===== src/rtl/rx_pacer_fifo.sv =====
module rx_pacer_fifo #(
  parameter int DATA_W = 32,
  parameter int DEPTH  = 16,
  localparam int AW = $clog2(DEPTH),
  localparam int CW = $clog2(DEPTH + 1)
) (
  input  logic              clk,
  input  logic              rst_n,
  input  logic              cfg_enable,
  input  logic [CW-1:0]     cfg_evt_count,
  input  logic [CW-1:0]     cfg_dma_count,
  input  logic              port_req,
  output logic              port_rd,
  input  logic [DATA_W-1:0] port_data,
  output logic              host_req,
  input  logic              host_ack,
  input  logic              host_rd,
  input  logic              cpu_rd,
  output logic [DATA_W-1:0] rd_data
);

  logic [DATA_W-1:0] mem [DEPTH];
  logic [AW-1:0] wptr, rptr;
  logic [CW-1:0] count, fetch_left, burst_left;
  logic pend_q, hreq_q, busy_q;

  wire          fetching = fetch_left != '0;
  wire          push     = cfg_enable && fetching;
  wire          pop      = cfg_enable && (host_rd || cpu_rd) && count != '0;
  wire [CW-1:0] space    = CW'(DEPTH) - count;
  wire          start    = pend_q && !fetching && space >= cfg_dma_count;
  wire          idle     = !hreq_q && !busy_q;

  assign port_rd  = cfg_enable ? fetching : host_rd;
  assign host_req = cfg_enable ? hreq_q : port_req;
  assign rd_data  = !cfg_enable ? port_data : (count != '0 ? mem[rptr] : '0);

  always_ff @(posedge clk)
    if (push) mem[wptr] <= port_data;

  always_ff @(posedge clk) begin
    if (!rst_n || !cfg_enable) begin
      wptr       <= '0;
      rptr       <= '0;
      count      <= '0;
      fetch_left <= '0;
      burst_left <= '0;
      pend_q     <= 1'b0;
      hreq_q     <= 1'b0;
      busy_q     <= 1'b0;
    end else begin
      wptr  <= wptr + AW'(push);
      rptr  <= rptr + AW'(pop);
      count <= count + CW'(push) - CW'(pop);

      if (start)         fetch_left <= cfg_dma_count;
      else if (fetching) fetch_left <= fetch_left - 1'b1;
      pend_q <= start ? port_req : (pend_q | port_req);

      if (idle && cfg_evt_count != '0 && count >= cfg_evt_count) begin
        hreq_q <= 1'b1;
      end else if (hreq_q && host_ack) begin
        hreq_q     <= 1'b0;
        busy_q     <= 1'b1;
        burst_left <= cfg_evt_count;
      end else if (busy_q && host_rd && count != '0) begin
        burst_left <= burst_left - 1'b1;
        if (burst_left <= 1) busy_q <= 1'b0;
      end
    end
  end

  assert_no_overflow_R3: assert property (@(posedge clk) disable iff (!rst_n)
    (cfg_enable && port_rd) |-> count < CW'(DEPTH));

  assert_burst_countdown_R2: assert property (@(posedge clk) disable iff (!rst_n || !cfg_enable)
    fetching |=> fetch_left == $past(fetch_left) - 1'b1);

  assert_req_hold_R4: assert property (@(posedge clk) disable iff (!rst_n || !cfg_enable)
    (host_req && !host_ack) |=> host_req);

  assert_quiet_busy_R5: assert property (@(posedge clk) disable iff (!rst_n || !cfg_enable)
    busy_q |-> !host_req);

  assert_empty_stays_R7: assert property (@(posedge clk) disable iff (!rst_n || !cfg_enable)
    (count == '0 && !port_rd) |=> count == '0);

endmodule


===== config.mk =====
export PLATFORM = sky130hd
export DESIGN_NAME = rx_pacer_fifo
export DESIGN_NICKNAME = d
export VERILOG_FILES = /design/src/rtl/rx_pacer_fifo.sv
export SDC_FILE = /design/constraint.sdc
export NUM_CORES = 1
export LEC_CHECK = 0
export BUFFER_PORTS_ARGS = -buffer_cell sky130_fd_sc_hd__buf_2
export CORE_MARGIN = 3
export CORE_UTILIZATION = 36
export CTS_CLUSTER_DIAMETER = 120
export DETAILED_ROUTE_END_ITERATION = 10
export RECOVER_POWER = 100
export SETUP_SLACK_MARGIN = 0.05
export SLEW_MARGIN = 0
export SYNTH_ARGS = -nofsm -noshare
export SYNTH_HDL_FRONTEND = slang
export SYNTH_SLANG_ARGS = --single-unit

===== constraint.sdc =====
create_clock -name clk -period 4.6 [get_ports clk]
set_input_delay 0.46 -clock clk [delete_from_list [all_inputs] [get_ports clk]]
set_output_delay 0.46 -clock clk [all_outputs]
set_load 0.01 [all_outputs]

==> impl_metrics.py, run 1 <==
metrics = {
    "run_status": {
        "outcome": "finished with violations",
        "violations": "capacitance limit, slew limit",
    },
    "die": {
        "rows": 89,
        "dieHeight_um": 252,
        "design.core.area_sq_um": 59500,
        "die_area_sq_um": 63500,
        "die_x_um": 252,
        "ios": 83,
        "start_util": 0.366,
    },
    "sta": {
        "fin_crit_sh": 0.872,
        "max_freq_mhz": 249,
        "finClkSkew_ps": 14.1,
        "setup_tns_ps": 0,
        "drv_slew": 187,
        "hold_viol": 0,
        "rsz0062_at_grt": "no",
        "min_period_ps": 4010,
        "finalSetupViolations": 0,
        "slew_headroom": -0.388,
        "worst_pin_slew_ps": 2080,
    },
    "route": {
        "vias_per_cell": 5.17,
        "vias": 11800,
        "wl_per_cell_um": 22.1,
        "drt_iter0_drc": 740,
        "dr.pass1.iters": 4,
        "drt-total-wl_mm": 50.4,
        "ant_nets": 0,
        "drc": 0,
    },
    "place": {
        "place_area_sq_um": 23400,
        "place.gp.congestion": 0.716,
        "io_buffers": 82,
        "place_hpwl_mm": 28.4,
    },
    "finish": {
        "layout.cells.most_common": "edfxtp_1",
        "final_cell_mix": "edfxtp_1 (512), mux2i_1 (256), clkbuf_1 (102)",
        "nNetsFinal": 1536,
        "syn2layout_area_growth_pct": 14.5,
        "final_layout_size_suffix_gt1_frac": 0.0935,
        "final_area_sq_um": 25000,
    },
    "critical_path": {
        "cp_slowest_cell": "nor2_2",
        "cp.arrival_ps": 4240,
        "worst_ep_required_time_ps": 4830,
        "cp_cell_sequence": "inv_1, ha_1, or4b_1, nand2_1, nor2_1, nand2_1, nor2_2, clkbuf_1",
        "critPathMostFrequentCell": "nand2_1",
        "cp_num_buf_inv": 2,
        "path_class": "reg2reg",
        "critPathMaxStageDelay_ps": 1120,
        "worstPathMaxFanout": 21,
        "critPathTopFamily": "simple AND/OR/NAND/NOR gates",
        "crit_path_start_kind": "register",
        "end_kind": "register",
    },
    "pwr": {
        "powerDensity_nw_per_um2": 491,
        "internal_power_w": 0.00905,
        "power_frac_clock": 0.379,
        "pwr-share-seq": 0.464,
        "p_comb_frac": 0.157,
        "p_sw_w": 0.00321,
        "p_sw_frac": 0.262,
        "ir_drop_mv": 0.308,
        "leakagePower_nw": 7.75,
    },
    "min_path": {
        "hold_class": "in2reg",
    },
    "cts": {
        "htree_levels": 2,
        "cts_setup_buffers": 0,
        "ctsHoldBuffers": 0,
        "cts_tree": "yes",
        "cts.sinks": 538,
        "clk_pin_slew_worst_paths_ps": 60,
        "root_buffer": "clkbuf_16",
        "cts.path.max_buffers": 3,
        "post_cts_resized": 0,
        "numCtsBuffers": 57,
        "clock_latency_ps": 610,
    },
    "synthesis": {
        "synth_cells": 1350,
        "yosys.area.top_type": "edfxtp_1",
        "yosysSeqAreaShare": 0.729,
        "synth-edff-count": 512,
        "postSynth.asyncResetShare": 0,
        "yosysUniqueCellTypes": 45,
        "syn_area_per_cell_sq_um": 16.1,
        "ys.flop_type": "edfxtp_1",
        "synth_top_cell_area_share": 0.706,
        "netlist_area_sq_um": 21800,
        "synth-seq-cells": 538,
        "synth_fp_nets": 1427,
        "ys_warn_count": 0,
        "synth_area_leaders": "edfxtp_1 (71%), mux2i_1 (12%), a22oi_1 (3.3%), dfxtp_1 (2.4%), ha_1 (1.6%)",
    },
    "global_routing": {
        "globalRouteOverflowTotal": 0,
        "grt_pass1_vias": 11800,
        "grt_max_degree": 69,
        "antenna_found_initial": 0,
        "grtUsageTotal": 0.158,
        "grt_pass1_wl_mm": 75.4,
    },
    "job": {
        "maxCapViolCount": 10,
    },
}
[cells by family after synthesis]
| kind of cell | count (synthesis) | synth area share |
|---|---|---|
| AOI/OAI and AO/OA | 193 | 0.0649 |
| xor gates and xnor gates | 15 | 0.00603 |
| adders and majority gates | 28 | 0.0164 |
| buffers and inverters | 129 | 0.0256 |
| DFF | 538 | 0.729 |
| muxes | 257 | 0.118 |
| and+or+nand+nor | 190 | 0.0395 |
[synth_stat cells (all sizes together), types with 3 or more instances]
cell type / n
o221ai: 32
nor2: 35
nor2b: 6
dfxtp: 26
edfxtp: 512
a21oi: 40
xor2: 6
a211oi: 7
mux2i: 256
nand2b: 4
nand3: 37
nand2: 83
o21a: 3
clkbuf: 27
xnor2: 9
and3: 5
inv: 56
buf: 46
nor3: 6
nor4: 5
a22oi: 96
o21ai: 4
ha: 27
[worst register-to-register path: stages, from the launching register on]
cell      delay (ps)
dfxtp_1          370
inv_1             80
ha_1             230
or4b_1           360
nand2_1          300
nor2_1           200
nand2_1          150
nor2_2          1120
clkbuf_1         800
[final timing paths]
kind	slack, ps	startpoint	cells past startpoint	endpoint
worst max-delay path	590	fetch_left[0]$_SDFFE_PP0P_	8	mem[6][0]$_DFFE_PP_
worst min register to register	500	fetch_left[1]$_SDFFE_PP0P_	2	fetch_left[1]$_SDFFE_PP0P_
worst max register to register	590	fetch_left[0]$_SDFFE_PP0P_	8	mem[6][0]$_DFFE_PP_
worst min-delay path	80	host_ack	2	hreq_q$_SDFFE_PP0P_
[through the flow]
stage / hold slack (ps) / utilization / setup WS [ps] / instances / power (W)
detailed placement: 496 / 0.393 / 1370 / 2173 / 0.00785
CTS: 46.1 / 0.425 / 685 / 2281 / 0.0125
global route: 69.4 / 0.420 / 257 / 2281 / 0.0128
floorplan: 461 / - / 9.91 / 1350 / 0.00719
finish: 82.5 / 0.420 / 590 / 2282 / 0.0123
global placement: 477 / 0.393 / 1490 / 2173 / 0.00778
[per-layer routing]
metal / routed length, um / track usage / vias up / part of all wire
met5: 0 / 0 / - / 0
met4: 935 / 0.0407 / 0 / 0.019
met3: 2480 / 0.0296 / 71 / 0.049
met2: 25200 / 0.271 / 240 / 0.50
met1: 21900 / 0.209 / 6013 / 0.43
li1: - / - / 5470 / -
[flip-flops by register name, indices dropped and copies added, names as in the netlist]
| name | count |
|---|---|
| busy_q | 1 |
| pend_q | 1 |
| count | 5 |
| fetch_left | 5 |
| hreq_q | 1 |
| mem | 512 |
| wptr | 4 |
| burst_left | 5 |
| rptr | 4 |
[power by group through the flow]
stage	sequential (W)	clock, W	combinational [W]
detailed placement	0.00579	0	0.00206
global placement	0.00578	0	0.00200
floorplan	0.00574	0	0.00145
global route	0.00571	0.00495	0.00213
CTS	0.00569	0.00475	0.00206
finish	0.00569	0.00464	0.00193
[final cells by class]
cell class,instances,area (sq um)
Clock inverter,40,420
Timing Repair Buffer,123,608
Sequential cell,538,15900
Inverter,56,210
Fill cell,5434,34500
Antenna cell,1,2.50
Multi-Input combinational cell,683,5360
Clock buffer,68,1490
Tap cell,773,967
Note: power is estimated with default switching activity, not from simulation.
==> inputs of run 2 (changes only) <==
--- a/config.mk
+++ b/config.mk
@@ -6,10 +6,13 @@
 export NUM_CORES = 1
 export LEC_CHECK = 0
 export BUFFER_PORTS_ARGS = -buffer_cell sky130_fd_sc_hd__buf_2
+export CELL_PAD_IN_SITES_DETAIL_PLACEMENT = 0
+export CELL_PAD_IN_SITES_GLOBAL_PLACEMENT = 1
 export CORE_MARGIN = 3
 export CORE_UTILIZATION = 36
 export CTS_CLUSTER_DIAMETER = 120
 export DETAILED_ROUTE_END_ITERATION = 10
+export PLACE_DENSITY_LB_ADDON = 0.1
 export RECOVER_POWER = 100
 export SETUP_SLACK_MARGIN = 0.05
 export SLEW_MARGIN = 0
==> run 2 against run 1 <==
  * The flow still finishes with violations (capacitance limit, slew limit)
  * Routed wire length rose by 8.3%
  * First-iteration DRC count rose by 10%
  * Fmax barely moved
  * Via count barely moved
  * Total power fell by 1.6%
  * Core utilization fell by 0.057 points
  * Flip-flop and latch count did not move
  * Largest cell class unchanged
==> impl_metrics.py, run 2 (synthesized netlist as in run 1, its figures left out) <==
metrics = {
    "cts": {
        "clock_latency_ps": 600,
        "cts.sinks": 538,
        "cts.path.max_buffers": 3,
        "root_buffer": "clkbuf_16",
        "cts_tree": "yes",
        "ctsHoldBuffers": 0,
        "post_cts_resized": 0,
        "htree_levels": 2,
        "numCtsBuffers": 59,
        "cts_setup_buffers": 0,
        "clk_pin_slew_worst_paths_ps": 60,
    },
    "finish": {
        "largest_reg_flops": 512,
        "antenna_cells": 0,
        "final_layout_size_suffix_gt1_frac": 0.0954,
        "syn2layout_area_growth_pct": 14.4,
        "nNetsFinal": 1540,
        "final_cell_mix": "edfxtp_1 (512), mux2i_1 (256), a22oi_1 (96)",
        "largest_register": "mem",
        "layout.cells.most_common": "edfxtp_1",
    },
    "die": {
        "ios": 83,
        "start_util": 0.366,
        "die_area_sq_um": 63500,
        "rows": 89,
        "die_x_um": 252,
        "design.core.area_sq_um": 59500,
        "dieHeight_um": 252,
    },
    "run_status": {
        "violations": "capacitance limit, slew limit",
        "outcome": "finished with violations",
    },
    "sta": {
        "slew_headroom": -0.516,
        "finalSetupViolations": 0,
        "setup_tns_ps": 0,
        "fin_crit_sh": 0.871,
        "max_freq_mhz": 250,
        "worst_pin_slew_ps": 2270,
        "hold_slack_ps": 92.6,
        "rsz0062_at_grt": "no",
        "drv_slew": 143,
        "finClkSkew_ps": 11.6,
        "hold_viol": 0,
        "min_period_ps": 4010,
    },
    "route": {
        "wl_per_cell_um": 23.9,
        "drc": 0,
        "vias_per_cell": 5.17,
        "dr.pass1.iters": 5,
        "ant_nets": 0,
        "drt-total-wl_mm": 54.6,
        "drt_iter0_drc": 814,
        "vias": 11800,
    },
    "global_routing": {
        "grt_max_degree": 68,
        "antenna_found_initial": 0,
        "grtUsageTotal": 0.173,
        "grt_pass1_wl_mm": 81.7,
        "grt_pass1_vias": 12100,
        "globalRouteOverflowTotal": 0,
    },
    "pwr": {
        "leakagePower_nw": 7.79,
        "ir_drop_mv": 0.272,
        "powerDensity_nw_per_um2": 484,
    },
    "critical_path": {
        "cp.arrival_ps": 4300,
        "reg2reg_depth": 8,
        "worstPathMaxFanout": 19,
        "reg2reg_slack_ps": 590,
        "reg2reg_from": "fetch_left[0]$_SDFFE_PP0P_",
        "worst_ep_required_time_ps": 4890,
        "end_kind": "register",
        "crit_path_start_kind": "input pin",
        "path_class": "in2reg",
        "reg2reg_to": "mem[15][6]$_DFFE_PP_",
    },
    "min_path": {
        "holdPathEnd": "hreq_q$_SDFFE_PP0P_",
        "hold_class": "in2reg",
        "hold_depth": 2,
        "min_from": "host_ack",
    },
    "place": {
        "place.gp.congestion": 0.725,
        "place_hpwl_mm": 31.8,
        "io_buffers": 82,
    },
    "job": {
        "maxCapViolCount": 8,
    },
}
run 2: cell types whose count changed in the layout (fill, tap and decap cells not counted), sizes merged:
cell / previous run / this run
inv: 60 / 57
clkinv: 25 / 30
clkinvlp: 4 / 0
clkbuf: 163 / 161
buf: 28 / 39
diode: 1 / 0
bufinv: 7 / 1
run 2: worst max-delay path, cell delays in order:
cell      delay, ps
clkbuf_1        980
nand2_1         470
inv_1           210
nand3_1         180
nor2_1         1510
buf_4           470
run 2: metal layers:
metal / up-vias / global-route usage / routed length [um]
li1: 5482 / - / -
met1: 6038 / 0.241 / 25300
met2: 201 / 0.290 / 26600
met3: 69 / 0.0224 / 1730
met4: 0 / 0.0419 / 1060
met5: - / 0 / 0
run 2: per-stage QoR:
step | power [W] | instance area (sq um) | std cells | worst slack (ps) | utilization
finish | 0.0121 | 24900 | 2282 | 593 | 0.419
global route | 0.0127 | 24900 | 2282 | 230 | 0.419
CTS | 0.0124 | 25200 | 2282 | 623 | 0.424
detailed placement | 0.00789 | 23400 | 2175 | 1310 | 0.393
global placement | 0.00788 | 23400 | 2175 | 1380 | 0.393
floorplan | 0.00719 | 21800 | 1350 | 9.91 | -
run 2: worst max path at each step:
stage | startpoint | endpoint | cells past startpoint
5_1_grt | fetch_left[0]$_SDFFE_PP0P_ | mem[15][8]$_DFFE_PP_ | 8
3_3_place_gp | count[1]$_SDFF_PP0_ | rd_data[31] | 10
2_1_floorplan | fetch_left[0]$_SDFFE_PP0P_ | mem[1][0]$_DFFE_PP_ | 6
6_report | cfg_enable | mem[15][6]$_DFFE_PP_ | 6
3_5_place_dp | count[1]$_SDFF_PP0_ | rd_data[31] | 10
4_1_cts | count[1]$_SDFF_PP0_ | rd_data[31] | 10
run 2: where the power goes:
part | total, W | internal, W | switching (W)
Combinational | 0.00196 | 0.000757 | 0.00121
Clock | 0.00442 | 0.00254 | 0.00188
Sequential | 0.00569 | 0.00559 | 0.0000994
run 2: area by class of cell:
cell class | instances | area, sq um
Sequential cell | 538 | 15900
Multi-Input combinational cell | 683 | 5350
Inverter | 56 | 210
Clock inverter | 32 | 185
Timing Repair Buffer | 125 | 682
Tap cell | 773 | 967
Clock buffer | 75 | 1630
Fill cell | 5483 | 34500
==> inputs of run 3 (changes only) <==
--- a/config.mk
+++ b/config.mk
@@ -5,10 +5,10 @@
 export SDC_FILE = /design/constraint.sdc
 export NUM_CORES = 1
 export LEC_CHECK = 0
+export ABC_AREA = 1
 export BUFFER_PORTS_ARGS = -buffer_cell sky130_fd_sc_hd__buf_2
 export CELL_PAD_IN_SITES_DETAIL_PLACEMENT = 0
 export CELL_PAD_IN_SITES_GLOBAL_PLACEMENT = 1
-export CORE_MARGIN = 3
 export CORE_UTILIZATION = 36
 export CTS_CLUSTER_DIAMETER = 120
 export DETAILED_ROUTE_END_ITERATION = 10
==> run 3 against run 2 <==
  * The run still ends with capacitance limit, slew limit left
  * Fmax grew 3.2%
  * Routed wire length grew 13%
  * Total power grew 2.2%
  * Core utilization shrank 0.36 points
  * Critical endpoint is now rd_data[7]
==> impl_metrics.py, run 3 <==
metrics = {
    "cts": {
        "htree_levels": 2,
        "ctsHoldBuffers": 0,
        "cts.sinks": 538,
        "clk_pin_slew_worst_paths_ps": 60,
        "numCtsBuffers": 59,
        "root_buffer": "clkbuf_16",
        "cts_tree": "yes",
        "post_cts_resized": 0,
        "cts_setup_buffers": 0,
        "clock_latency_ps": 610,
        "cts.path.max_buffers": 3,
    },
    "sta": {
        "worst_pin_slew_ps": 2330,
        "min_period_ps": 3880,
        "drv_slew": 261,
        "hold_viol": 0,
        "fin_crit_sh": 0.844,
        "setup_tns_ps": 0,
        "slew_headroom": -0.558,
        "finalSetupViolations": 0,
        "max_freq_mhz": 257,
        "rsz0062_at_grt": "no",
        "finClkSkew_ps": 12.8,
    },
    "synthesis": {
        "syn_area_per_cell_sq_um": 10.7,
        "yosysSeqAreaShare": 0.698,
        "synth-seq-cells": 538,
        "yosysUniqueCellTypes": 28,
        "synth-edff-count": 512,
        "netlist_area_sq_um": 22800,
        "synth.most_common_cell": "nand2_1",
        "ys_warn_count": 0,
        "postSynth.asyncResetShare": 0,
        "ys.flop_type": "edfxtp_1",
        "synth_area_leaders": "edfxtp_1 (68%), nand2_1 (10%), nor2_1 (5.8%), nand3_1 (4.5%), o21ai_0 (3.3%)",
        "synth_top_cell_area_share": 0.675,
        "yosys.area.top_type": "edfxtp_1",
        "synth_cells": 2135,
        "synth_common_cells": "nand2_1 (624), edfxtp_1 (512), nor2_1 (350)",
        "synth_fp_nets": 2212,
    },
    "critical_path": {
        "worstPathMaxFanout": 89,
        "crit_path_start_kind": "register",
        "reg2reg_from": "fetch_left[0]$_SDFFE_PP0P_",
        "cp.arrival_ps": 3420,
        "path_class": "reg2out",
        "worst_ep_required_time_ps": 4140,
        "cp-startpoint": "rptr[0]$_SDFF_PP0_",
        "end_kind": "output port",
    },
    "pwr": {
        "total_power_w": 0.0123,
        "ir_drop_mv": 0.282,
        "leakagePower_nw": 9.47,
        "powerDensity_nw_per_um2": 478,
    },
    "route": {
        "wl_per_cell_um": 20.0,
        "drt-total-wl_mm": 61.7,
        "vias_per_cell": 4.85,
        "drt_iter0_drc": 1077,
        "dr.pass1.iters": 5,
        "drc": 0,
        "vias": 14900,
        "ant_nets": 0,
    },
    "place": {
        "place_hpwl_mm": 32.6,
        "io_buffers": 82,
        "place.gp.congestion": 0.747,
    },
    "job": {
        "maxCapViolCount": 10,
    },
    "run_status": {
        "outcome": "finished with violations",
        "violations": "capacitance limit, slew limit",
    },
    "die": {
        "die_area_sq_um": 64300,
        "dieHeight_um": 254,
        "rows": 91,
        "design.core.area_sq_um": 62100,
        "start_util": 0.367,
        "ios": 83,
        "die_x_um": 254,
    },
    "finish": {
        "n_fill_cell": 6037,
        "largest_reg_flops": 512,
        "largest_register": "mem",
        "final_cell_mix": "nand2_1 (624), edfxtp_1 (512), nor2_1 (340)",
        "layout.cells.most_common": "nand2_1",
        "final_layout_size_suffix_gt1_frac": 0.0642,
        "antenna_cells": 0,
        "nNetsFinal": 2269,
        "syn2layout_area_growth_pct": 13.3,
    },
    "global_routing": {
        "grt_pass1_vias": 14700,
        "use_met3": 0.0286,
        "grt_pass1_wl_mm": 93.3,
        "antenna_found_initial": 0,
        "globalRouteOverflowTotal": 0,
        "grt_busiest_layer": "met2",
        "grt_max_degree": 186,
        "grtUsageTotal": 0.195,
        "grt_use_met2": 0.325,
        "use_met1": 0.268,
    },
    "min_path": {
        "min_from": "port_req",
        "hold_class": "in2reg",
    },
}
## run 3: changes by cell type after synthesis, sizes merged, moves of 32 or more
| cell | previous run | this run |
|---|---|---|
| o21ai | 4 | 149 |
| a22oi | 96 | 0 |
| nand2 | 83 | 624 |
| mux2i | 256 | 0 |
| nor2 | 35 | 350 |
| o221ai | 32 | 0 |
| nand3 | 37 | 205 |
## run 3: path summary, 6_finish.rpt
check	endpoint	depth (start not counted)	slack (ps)
worst max-delay path	rd_data[7]	11	720
worst min-delay path	pend_q$_SDFF_PP0_	3	120
worst max register to register	mem[12][19]$_DFFE_PP_	8	800
worst min register to register	pend_q$_SDFF_PP0_	2	470
## run 3: stage by stage
step	util	area [sq um]	setup slack (ps)	hold slack, ps	cells
2_1_floorplan	-	22800	804	441	2135
3_3_place_gp	0.389	24100	1560	460	2968
3_5_place_dp	0.389	24100	1500	458	2968
4_1_cts	0.419	26000	932	80.0	3079
5_1_grt	0.416	25800	427	109	3079
6_report	0.416	25800	716	122	3079
## run 3: layout make-up
type	instances	area, sq um	area share
clock buffer	78	1590	0.0617
clock inverter	33	277	0.0107
inverter	85	322	0.0125
multi-input combinational	1398	6090	0.236
sequential	538	15900	0.617
tap	837	1050	0.0406
timing repair buffer	110	554	0.0215
## run 3: routing by layer
layer | vias up | routed length (um)
li1 | 7334 | -
met2 | 249 | 29900
met5 | - | 0
met1 | 7263 | 28500
met4 | 0 | 959
met3 | 78 | 2340
## run 3: critical path, stage by stage, from the launching register on
cell and delay, ps:
dfxtp_4 470, inv_4 770, clkbuf_2 610, nand2_1 120, nand2_1 80, nand2_1 50, nand3_1 130, nand3_1 110
nand2_1 130, nand2_1 60, nand2_1 70, clkbuf_1 150
## run 3: cell families after synthesis
family,synth area share
buffers and inverters,0.0364
flip-flops,0.698
AO/OA/AOI/OAI,0.0385
adder cells (fa/ha/maj),0.0157
AND/OR/NAND/NOR,0.208
XOR/XNOR,0.00308
## run 3: report_power, final
part	switching (W)	total (W)	internal, W
registers	0.0000753	0.00564	0.00556
logic	0.00145	0.00208	0.000630
clock network	0.00193	0.00462	0.00269
